File: src/rtl/ppmx_pkg.sv
package ppmx_pkg;
    // Control register layout: bit0 enable, bit1 repeat, bit2 free clock, bit3 loopback
    typedef struct packed {
        logic shorted;
        logic tdm;
        logic cont;
        logic en;
    } ppmx_ctl_t;
endpackage

File: src/rtl/ppmx_cfg.sv
module ppmx_cfg
    import ppmx_pkg::*;
#(
    parameter int IDX_W = 6,
    parameter int DIV_W = 8
) (
    input  logic             clk,
    input  logic             rst_n,
    input  logic             wr_i,
    input  logic [1:0]       addr_i,
    input  logic [DIV_W-1:0] wdata_i,
    output ppmx_ctl_t        ctl_o,
    output logic [IDX_W-1:0] len_o,
    output logic [DIV_W-1:0] div_o,
    output logic             start_o
);
    typedef struct packed {
        ppmx_ctl_t        ctl;
        logic [IDX_W-1:0] len;
        logic [DIV_W-1:0] div;
    } cfg_s;

    cfg_s cfg_d, cfg_q;

    always_comb begin
        cfg_d = cfg_q;
        if (wr_i) begin
            case (addr_i)
                2'd0:    cfg_d.ctl = ppmx_ctl_t'(wdata_i[3:0]);
                2'd1:    cfg_d.len = wdata_i[IDX_W-1:0];
                2'd2:    cfg_d.div = wdata_i;
                default: cfg_d = cfg_q;
            endcase
        end
    end

    always_ff @(posedge clk or negedge rst_n) begin
        if (!rst_n) begin
            cfg_q.ctl <= '0;
            cfg_q.len <= IDX_W'(15);
            cfg_q.div <= DIV_W'(3);
        end else begin
            cfg_q <= cfg_d;
        end
    end

    // start strobe only counts when the same write also enables the link
    assign start_o = wr_i && (addr_i == 2'd0) && wdata_i[4] && wdata_i[0];
    assign ctl_o   = cfg_q.ctl;
    assign len_o   = cfg_q.len;
    assign div_o   = cfg_q.div;
endmodule

File: src/rtl/ppmx_timebase.sv
module ppmx_timebase #(
    parameter int DIV_W = 8
) (
    input  logic             clk,
    input  logic             rst_n,
    input  logic             en_i,
    input  logic [DIV_W-1:0] div_i,
    output logic             tclk_o,
    output logic             rise_o,
    output logic             fall_o
);
    typedef struct packed {
        logic [DIV_W-1:0] cnt;
        logic             tclk;
    } tb_s;

    tb_s tb_d, tb_q;
    logic term;

    assign term = en_i && (tb_q.cnt >= div_i);

    always_comb begin
        tb_d = tb_q;
        if (!en_i) begin
            tb_d.cnt  = '0;
            tb_d.tclk = 1'b0;
        end else if (term) begin
            tb_d.cnt  = '0;
            tb_d.tclk = ~tb_q.tclk;
        end else begin
            tb_d.cnt = tb_q.cnt + DIV_W'(1);
        end
    end

    always_ff @(posedge clk or negedge rst_n) begin
        if (!rst_n) tb_q <= '0;
        else        tb_q <= tb_d;
    end

    assign tclk_o = tb_q.tclk;
    assign rise_o = term && !tb_q.tclk;
    assign fall_o = term &&  tb_q.tclk;
endmodule

File: src/rtl/ppmx_frame.sv
module ppmx_frame
    import ppmx_pkg::*;
#(
    parameter int LANE_W = 16,
    parameter int IDX_W  = 6,
    localparam int SW    = 4 * LANE_W,
    localparam int RX_B  = $clog2(LANE_W)
) (
    input  logic              clk,
    input  logic              rst_n,
    input  ppmx_ctl_t         ctl_i,
    input  logic [IDX_W-1:0]  len_i,
    input  logic              start_i,
    input  logic              rise_i,
    input  logic              fall_i,
    input  logic [SW-1:0]     stream_i,
    input  logic              rxd_i,
    output logic              txd_o,
    output logic [LANE_W-1:0] gpi_o,
    output logic              done_o,
    output logic              active_o,
    output logic [IDX_W-1:0]  idx_o
);
    typedef struct packed {
        logic              active;
        logic              pend;
        logic [IDX_W-1:0]  idx;
        logic [SW-1:0]     shadow;
        logic [LANE_W-1:0] rxsr;
        logic [LANE_W-1:0] gpi;
        logic              tx;
        logic              done;
    } fr_s;

    fr_s fr_d, fr_q;
    logic             last_bit;
    logic [IDX_W-1:0] idx_inc;

    assign last_bit = fr_q.active && (fr_q.idx >= len_i);
    assign idx_inc  = fr_q.idx + IDX_W'(1);

    always_comb begin
        fr_d      = fr_q;
        fr_d.done = 1'b0;

        // sample on the rising edge of the link clock
        if (rise_i && fr_q.active && (fr_q.idx < IDX_W'(LANE_W)))
            fr_d.rxsr[fr_q.idx[RX_B-1:0]] = ctl_i.shorted ? fr_q.shadow[fr_q.idx] : rxd_i;

        // advance on the falling edge
        if (fall_i) begin
            if (last_bit) begin
                fr_d.done   = 1'b1;
                fr_d.gpi    = fr_q.rxsr;
                fr_d.active = 1'b0;
                fr_d.tx     = 1'b0;
            end
            if (fr_q.active && !last_bit) begin
                fr_d.idx = idx_inc;
                fr_d.tx  = fr_q.shadow[idx_inc];
            end else if (ctl_i.cont || fr_q.pend) begin
                fr_d.active = 1'b1;
                fr_d.pend   = 1'b0;
                fr_d.idx    = '0;
                fr_d.shadow = stream_i;
                fr_d.rxsr   = '0;
                fr_d.tx     = stream_i[0];
            end
        end

        if (ctl_i.shorted) fr_d.tx = 1'b0;

        if (!ctl_i.en) begin
            fr_d.active = 1'b0;
            fr_d.pend   = 1'b0;
            fr_d.idx    = '0;
            fr_d.tx     = 1'b0;
        end

        if (start_i) fr_d.pend = 1'b1;
    end

    always_ff @(posedge clk or negedge rst_n) begin
        if (!rst_n) fr_q <= '0;
        else        fr_q <= fr_d;
    end

    assign txd_o    = fr_q.tx;
    assign gpi_o    = fr_q.gpi;
    assign done_o   = fr_q.done;
    assign active_o = fr_q.active;
    assign idx_o    = fr_q.idx;
endmodule

File: src/rtl/pinmux_serializer.sv
module pinmux_serializer
    import ppmx_pkg::*;
#(
    parameter int LANE_W = 16,
    parameter int DIV_W  = 8,
    localparam int SW    = 4 * LANE_W,
    localparam int IDX_W = $clog2(SW)
) (
    input  logic              clk,
    input  logic              rst_n,
    input  logic              cfg_wr_i,
    input  logic [1:0]        cfg_addr_i,
    input  logic [DIV_W-1:0]  cfg_wdata_i,
    input  logic [LANE_W-1:0] lane0_i,
    input  logic [LANE_W-1:0] lane1_i,
    input  logic [LANE_W-1:0] lane2_i,
    input  logic [LANE_W-1:0] lane3_i,
    output logic [LANE_W-1:0] gpi_o,
    output logic              done_o,
    output logic              tclk_o,
    output logic              sync_o,
    output logic              txd_o,
    input  logic              rxd_i
);
    ppmx_ctl_t        ctl;
    logic [IDX_W-1:0] len;
    logic [DIV_W-1:0] div;
    logic             start;
    logic             tclk_int, rise, fall;
    logic             frame_active;
    logic [IDX_W-1:0] frame_idx;

    ppmx_cfg #(.IDX_W(IDX_W), .DIV_W(DIV_W)) u_cfg (
        .clk(clk), .rst_n(rst_n), .wr_i(cfg_wr_i), .addr_i(cfg_addr_i),
        .wdata_i(cfg_wdata_i), .ctl_o(ctl), .len_o(len), .div_o(div), .start_o(start)
    );

    ppmx_timebase #(.DIV_W(DIV_W)) u_tb (
        .clk(clk), .rst_n(rst_n), .en_i(ctl.en), .div_i(div),
        .tclk_o(tclk_int), .rise_o(rise), .fall_o(fall)
    );

    ppmx_frame #(.LANE_W(LANE_W), .IDX_W(IDX_W)) u_frame (
        .clk(clk), .rst_n(rst_n), .ctl_i(ctl), .len_i(len), .start_i(start),
        .rise_i(rise), .fall_i(fall), .stream_i({lane3_i, lane2_i, lane1_i, lane0_i}),
        .rxd_i(rxd_i), .txd_o(txd_o), .gpi_o(gpi_o), .done_o(done_o),
        .active_o(frame_active), .idx_o(frame_idx)
    );

    // free-clock framing: clock always runs, sync marks bit 0
    // select framing: clock gated to the frame, active-low select
    always_comb begin
        if (ctl.tdm) begin
            tclk_o = tclk_int;
            sync_o = frame_active && (frame_idx == '0);
        end else begin
            tclk_o = tclk_int && frame_active;
            sync_o = !frame_active;
        end
    end
endmodule

File: config.mk
export PLATFORM = sky130hd
export DESIGN_NAME = pinmux_serializer
export DESIGN_NICKNAME = d
export VERILOG_FILES = /design/src/rtl/ppmx_pkg.sv /design/src/rtl/ppmx_cfg.sv /design/src/rtl/ppmx_timebase.sv /design/src/rtl/ppmx_frame.sv /design/src/rtl/pinmux_serializer.sv
export SDC_FILE = /design/constraint.sdc
export NUM_CORES = 1
export LEC_CHECK = 0
export ABC_CLOCK_PERIOD_IN_PS = 3500
export BUFFER_PORTS_ARGS = -buffer_cell sky130_fd_sc_hd__buf_2
export CORE_MARGIN = 3
export CORE_UTILIZATION = 58
export DETAILED_ROUTE_END_ITERATION = 16
export PLACE_DENSITY_LB_ADDON = 0.15
export SYNTH_ARGS = -nofsm -noshare
export SYNTH_HDL_FRONTEND = slang
export SYNTH_HIERARCHICAL = 1
export SYNTH_SLANG_ARGS = --single-unit
File: constraint.sdc
create_clock -name clk -period 3.5 [get_ports clk]
set_input_delay 0.7 -clock clk [delete_from_list [all_inputs] [get_ports clk]]
set_output_delay 0.7 -clock clk [all_outputs]
set_load 0.03 [all_outputs]
[Word-level counts from Yosys, hierarchy flattened]
Index checks and enable logic that the tools add are counted.
Word-level totals
  flip-flop bits (word level): 133
  input bits: 78
  output and inout port bits: 20
  logic and storage cells: 91
Cells by class
  add/sub/neg operators: 2
  order comparisons: 7
  equality and inequality tests: 10
  muxes and demuxes: 27
  bitwise logic cells: 2
  reductions and logical operators: 27
Operators by type and width (count)
  106-bit 2-to-1 mux: 1
  88-bit 2-to-1 mux: 1
  80-bit 2-to-1 mux: 1
  18-bit 2-to-1 mux: 1
  16-bit bitwise mux: 1
  16-bit 2-to-1 mux: 1
  8-bit 2-to-1 mux: 2
  6-bit by 7-bit < comparator with 1-bit output (second input constant): 2
  1-bit logical AND: 13
  1-bit 2-to-1 mux: 13
  1-bit binary-select mux with 6-bit select: 2
  2-bit AND reduction: 6
  9-bit 2-to-1 mux: 1
  8-bit by 1-bit adder with 8-bit output (second input constant): 1
  8-bit >= comparator: 1
  6-bit by 1-bit adder with 6-bit output (second input constant): 1
  6-bit >= comparator: 1
  6-bit zero test: 1
  6-bit by 5-bit < comparator with 1-bit output (second input constant): 1
  6-bit 2-to-1 mux: 1
  3-bit by 2-bit inequality test with 1-bit output (second input constant): 2
  3-bit inequality test (second input constant): 2
  3-bit AND reduction: 2
  4-bit by 5-bit < comparator with 1-bit output (second input constant): 1
  other kinds (13): 16

[Depth between registers and ports, before layout]
  word-level depth: 11
  depth in mapped cells: 12
  depth with buffers taken out: 11

[Hierarchy]
The synthesis kept the hierarchy.
Modules (own cells, without submodules)
  ppmx_frame: instances 1, cells an instance 454, area each 5840.6 um^2, seq. area each 2652.5 um^2
  ppmx_cfg: instances 1, cells an instance 40, area each 716.9 um^2, seq. area each 457.9 um^2
  ppmx_timebase: instances 1, cells an instance 69, area each 683.2 um^2, seq. area each 225.2 um^2
  pinmux_serializer: instances 1, cells an instance 4, area each 33.8 um^2, seq. area each 0.0 um^2

[Worst setup path after synthesis]
OpenSTA, ideal clock, no wires.
  path type: reg-to-reg
  start: reg u_frame.fr_q, in the netlist u_frame/idx_o[0]
  end: reg u_frame.fr_q, in the netlist u_frame/txd_o
  setup time: 0.133 ns
  arrival: 2.888 ns
  data required time: 3.367 ns
  setup slack: 0.479 ns
  stages on the path, launching flop included: 12
  path buffers: 4
  clock period less this slack: 3.021 ns
  cells stage by stage: dfrtp_1 -> buf_2 -> buf_2 -> inv_1 -> ha_1 -> buf_2 -> buf_2 -> mux4_2 -> mux2i_1 -> o221ai_1 -> nor4b_1 -> nor4_1
Between the ends
  cells in the longest elaborated chain, start to end: 8
  elaborated cells between the ends (all ways): 13
  classes of those cells: 1 x add/sub; 1 x order compare; 1 x eq/ne; 6 x mux; 4 x reduce/logical
Ends and longest elaborated chain
  from (decl): line ppmx_frame.sv:35  | fr_s fr_d, fr_q;
  from (signal assigned): line ppmx_frame.sv:85  | else fr_q <= fr_d;
  parallel branches: the longest is 8 deep, another holds 6-bit by 1-bit adder with 6-bit output
Parallel ways; which one is timed is not known. The select of a mux whose other input is x is not followed.
A chain may end at the register's enable or synchronous reset.

[Worst setup path after layout]
  start: reg u_tb/tb_q[1] (netlist bit)
  end: reg u_frame/fr_q[83] (netlist bit)
Between the ends
  cells in the longest elaborated chain, start to end: 4
Ends and longest elaborated chain
  from (decl): line ppmx_timebase.sv:17  | tb_s tb_d, tb_q;
  from (signal assigned): line ppmx_timebase.sv:37  | else tb_q <= tb_d;
  8-bit >= comparator: line ppmx_timebase.sv:20  | assign term = en_i && (tb_q.cnt >= div_i);
  1-bit logical AND: line ppmx_timebase.sv:20
  1-bit logical AND: line ppmx_timebase.sv:42  | assign fall_o = term && tb_q.tclk;
  net fall: line pinmux_serializer.sv:29  | logic tclk_int, rise, fall;
  3-bit AND reduction (no line)
The timed path passes the listed nets, and every way through them passes these cells.

==> run_results.csv <==
group,metric,value,unit
setup_path,crit_slowest_cell,"o311ai_4",
power,leakagePower,4.049,nW
sta,setup_viol,0,
yosys,synthAdderAreaFrac,3.268,%
yosys,synth_edf_count,0,
drt,drc,0,
yosys,synth_xor_area_share,1.462,%
global_routing,antenna_found_initial,0,
yosys,yosys_warnings,6,
die,die-area,13920,um^2
sta,finalHoldViolations,0,
cts,post_cts_buffers,0,
die,start_util,60.06,%
yosys,yosys.area.top_type,"dfrtp_1",
yosys,synth_compound_area_share,5.917,%
sta,fin_crit_sh,87.90,%
setup_path,cp_top_family,"simple AND/OR/NAND/NOR gates",
global_routing,grt_use_total,23.97,%
cts,htreeDepth,4,
drt,drtIter0Drc,266,
yosys,synth_area,7274,um^2
die,core_area,12110,um^2
final_layout,nets,741,
yosys,synth_cell_types,64,
cts,cts_resized,0,
yosys,synthFlopType,"dfrtp_1",
yosys,synth-seq-cells,133,
setup_path,worstSetupPathType,"reg -> reg",
final_layout,diodes,0,
setup_path,startpoint_type,"flop",
yosys,synth_top_area_share,43.69,%
power,finalPower,3.769,mW
die,die_x,118.0,um
cts,insertion_delay,0.42,ns
drt,vias_per_cell,5.884,
yosys,synth.area.top_cells,"dfrtp_1 44%, mux2_1 11%, mux4_2 9.0%, mux2_2 5.6%, ha_1 3.3%",
setup_path,critPathCaptureType,"flop",
yosys,synthMuxAreaShare,27.55,%
drt,routed_wl,15.55,mm
sta,period_minus_slack,3.077,ns
final_layout,synthToLayoutAreaGrowth,14.53,%
die,ios,98,
sta,finalSetupTns,0,ns
job,drv_cap,0,
cts,clock_sinks,133,
sta,clock.fmax,0.3250,GHz
setup_path,crit_buf_inv,2,
placement,gp_congestion,0.8551,
yosys,synth-seq-area-share,45.85,%
setup_path,ff2ff_path_depth,10,
drt,routedWlPerCell,18.85,um
setup_path,slowest_delay,0.48,ns
cts,root_buffer,"clkbuf_16",
final_layout,finish.utilization,68.79,%
drt,drt-pass1-iter-count,5,
global_routing,grt_overflow,0,
yosys,syn_inst,567,
yosys,synth_top_family_by_area,"multiplexers",
sta,finClkSkew,0.009899,ns
setup_path,r2r_start,"u_tb/tb_q[1]$_DFF_PN0_",
final_layout,drive_gt1_share,33.94,%
final_layout,finalNonFillerCells,825,
global_routing,grt_first_pass_wirelength,26.58,mm
power,p_per_area,452.3,nW/um^2
cts,clockBufferDepth,2,
sta,slew_viol_final,0,
sta,worst_pin_slew,0.6319,ns
sta,rsz0062_at_grt,"false",
setup_path,rrSetupSlack,0.42,ns
die,die_h,118.0,um
sta,maxSlewHeadroom,57.78,%
setup_path,path_max_fanout,66,
cts,ctsHoldBuffers,0,
setup_path,crit_chain,"inv_1 > ha_1 > nand2b_4 > a2111oi_4 > o311ai_4 > and3_1 > nand2b_1 > nor2b_4 > buf_12 > mux2_1",
outcome,status,"finished clean",
placement,dp.cells,793,
drt,num_vias,4854,
placement,dp_hpwl,11.11,mm
cts,cts_tree,"yes",
cts,cts_buffers,17,
setup_path,arrival,3.37,ns
cts,path_clk_slew,0.06,ns
global_routing,grt_max_degree,67,
setup_path,crit_required,3.79,ns
yosys,syn_nets,664,
yosys,syn_area_per_cell,12.83,um^2
placement,port_buffers,97,
yosys,async_flop_share,100.0,%
setup_path,r2r-end,"u_frame/fr_q[83]$_DFFE_PN0P_",
power,irDropWorstVdd,335.4,uV
drt,final_antenna_net_count,0,
worst_hold_path,hold_class,"in -> async",
yosys,synth_simple_gate_area_share,10.37,%
die,placementRows,40,
global_routing,grt_pass1_vias,5346,
[power by group]
group,leakage [nW],switching [mW],internal (mW),total [mW]
logic,1.96,0.187,0.179,0.365
registers,1.81,0.0674,1.62,1.69
clock network,0.277,0.615,1.10,1.72
total,4.05,0.869,2.90,3.77
[cells in the mapped netlist (2+ instances only)]
cell and count:
a21oi_1 14, nor2_1 17, nand2b_1 9, mux2_1 68
and3_1 6, mux2i_1 18, nor4_1 5, or2_2 2
dfrtp_1 127, xnor2_1 2, clkbuf_1 5, dfstp_2 6
mux2_2 36, nand3_1 10, and2_0 2, o21ai_0 4
nor3_1 28, o211ai_1 4, nor4b_1 2, mux4_2 29
nand3b_1 2, inv_1 21, a22oi_1 6, o21a_1 2
nand4_1 2, nand2_1 12, buf_2 21, or4b_1 2
nor2b_1 9, buf_4 24, nor3b_1 4, a21o_1 2
and2_1 5, o221ai_1 4, buf_6 2, xor2_1 7
o2111ai_1 2, ha_1 19, and3b_1 2
[cells in the final DEF (no fill, tap or decap), types with 7 or more instances in the layout]
cell       count
dfrtp_1      126
buf_2         96
mux2_1        68
mux2_2        36
mux4_2        29
nor3_1        28
inv_1         21
ha_1          19
mux2i_1       18
clkbuf_16     17
nor2_1        17
a21oi_1       14
buf_4         13
nand2_1       12
nand3_1       10
nand2b_1       9
clkbuf_1       8
nor2b_1        8
xor2_1         7
[metrics by stage]
stage / hold slack, ns / cell area, um^2 / worst slack [ns]
2_1_floorplan: 0.4044 / 7274 / 0.4793
3_3_place_gp: 0.4823 / 7765 / 0.5674
3_5_place_dp: 0.4884 / 7765 / 0.4629
4_1_cts: 0.3167 / 8332 / 0.4424
5_1_grt: 0.3311 / 8332 / 0.1457
6_report: 0.3050 / 8332 / 0.4235
[state kept, by name, summed over array words and instances (netlist names)]
name,cells
u_frame/fr_q,81
u_frame/gpi_o,16
u_cfg/div_o,8
u_tb/tb_q,8
u_cfg/len_o,6
u_frame/idx_o,6
u_cfg/ctl_o,4
u_frame/active_o,1
u_frame/done_o,1
u_frame/txd_o,1
u_tb/tclk_o,1
[layout make-up]
cell class	count	area (um^2)
clock buffer	28	496.7
clock inverter	4	70.07
fill	930	3780
inverter	21	78.83
multi-input combinational	361	3541
sequential	133	3337
tap	168	210.2
timing repair buffer	110	598.1
[routing by layer]
metal	vias up	GRT usage, %	part of all wire [%]
met5	-	0	0
met4	0	9.670	2.6
met3	37	5.526	4.5
met2	154	40.46	52
met1	2432	29.97	41
li1	2231	-	-
[cell families (layout without fill, tap and decap cells)]
logic type | Yosys count | in the layout
DFF | 133 | 133
AOI/OAI and AO/OA | 54 | 54
muxes | 151 | 151
and+or+nand+nor | 127 | 127
buffers and inverters | 73 | 163
xor gates and xnor gates | 10 | 10
adders and majority gates | 19 | 19
[how the worst max path moves through the flow]
stage	depth (start not counted)	endpoint	startpoint
after floorplan	11	u_frame/txd_o$_DFFE_PN0P_	u_frame/idx_o[0]$_DFFE_PN0P_
after global placement	10	u_frame/fr_q[75]$_DFFE_PN0P_	u_tb/tb_q[1]$_DFF_PN0_
after detailed placement	10	u_frame/fr_q[52]$_DFFE_PN0P_	u_tb/tb_q[1]$_DFF_PN0_
after CTS	10	u_frame/fr_q[52]$_DFFE_PN0P_	u_tb/tb_q[1]$_DFF_PN0_
after global routing	11	u_frame/fr_q[29]$_DFF_PN0_	u_tb/tb_q[1]$_DFF_PN0_
final	10	u_frame/fr_q[83]$_DFFE_PN0P_	u_tb/tb_q[1]$_DFF_PN0_
No activity file was read; power rests on OpenSTA's default activity.
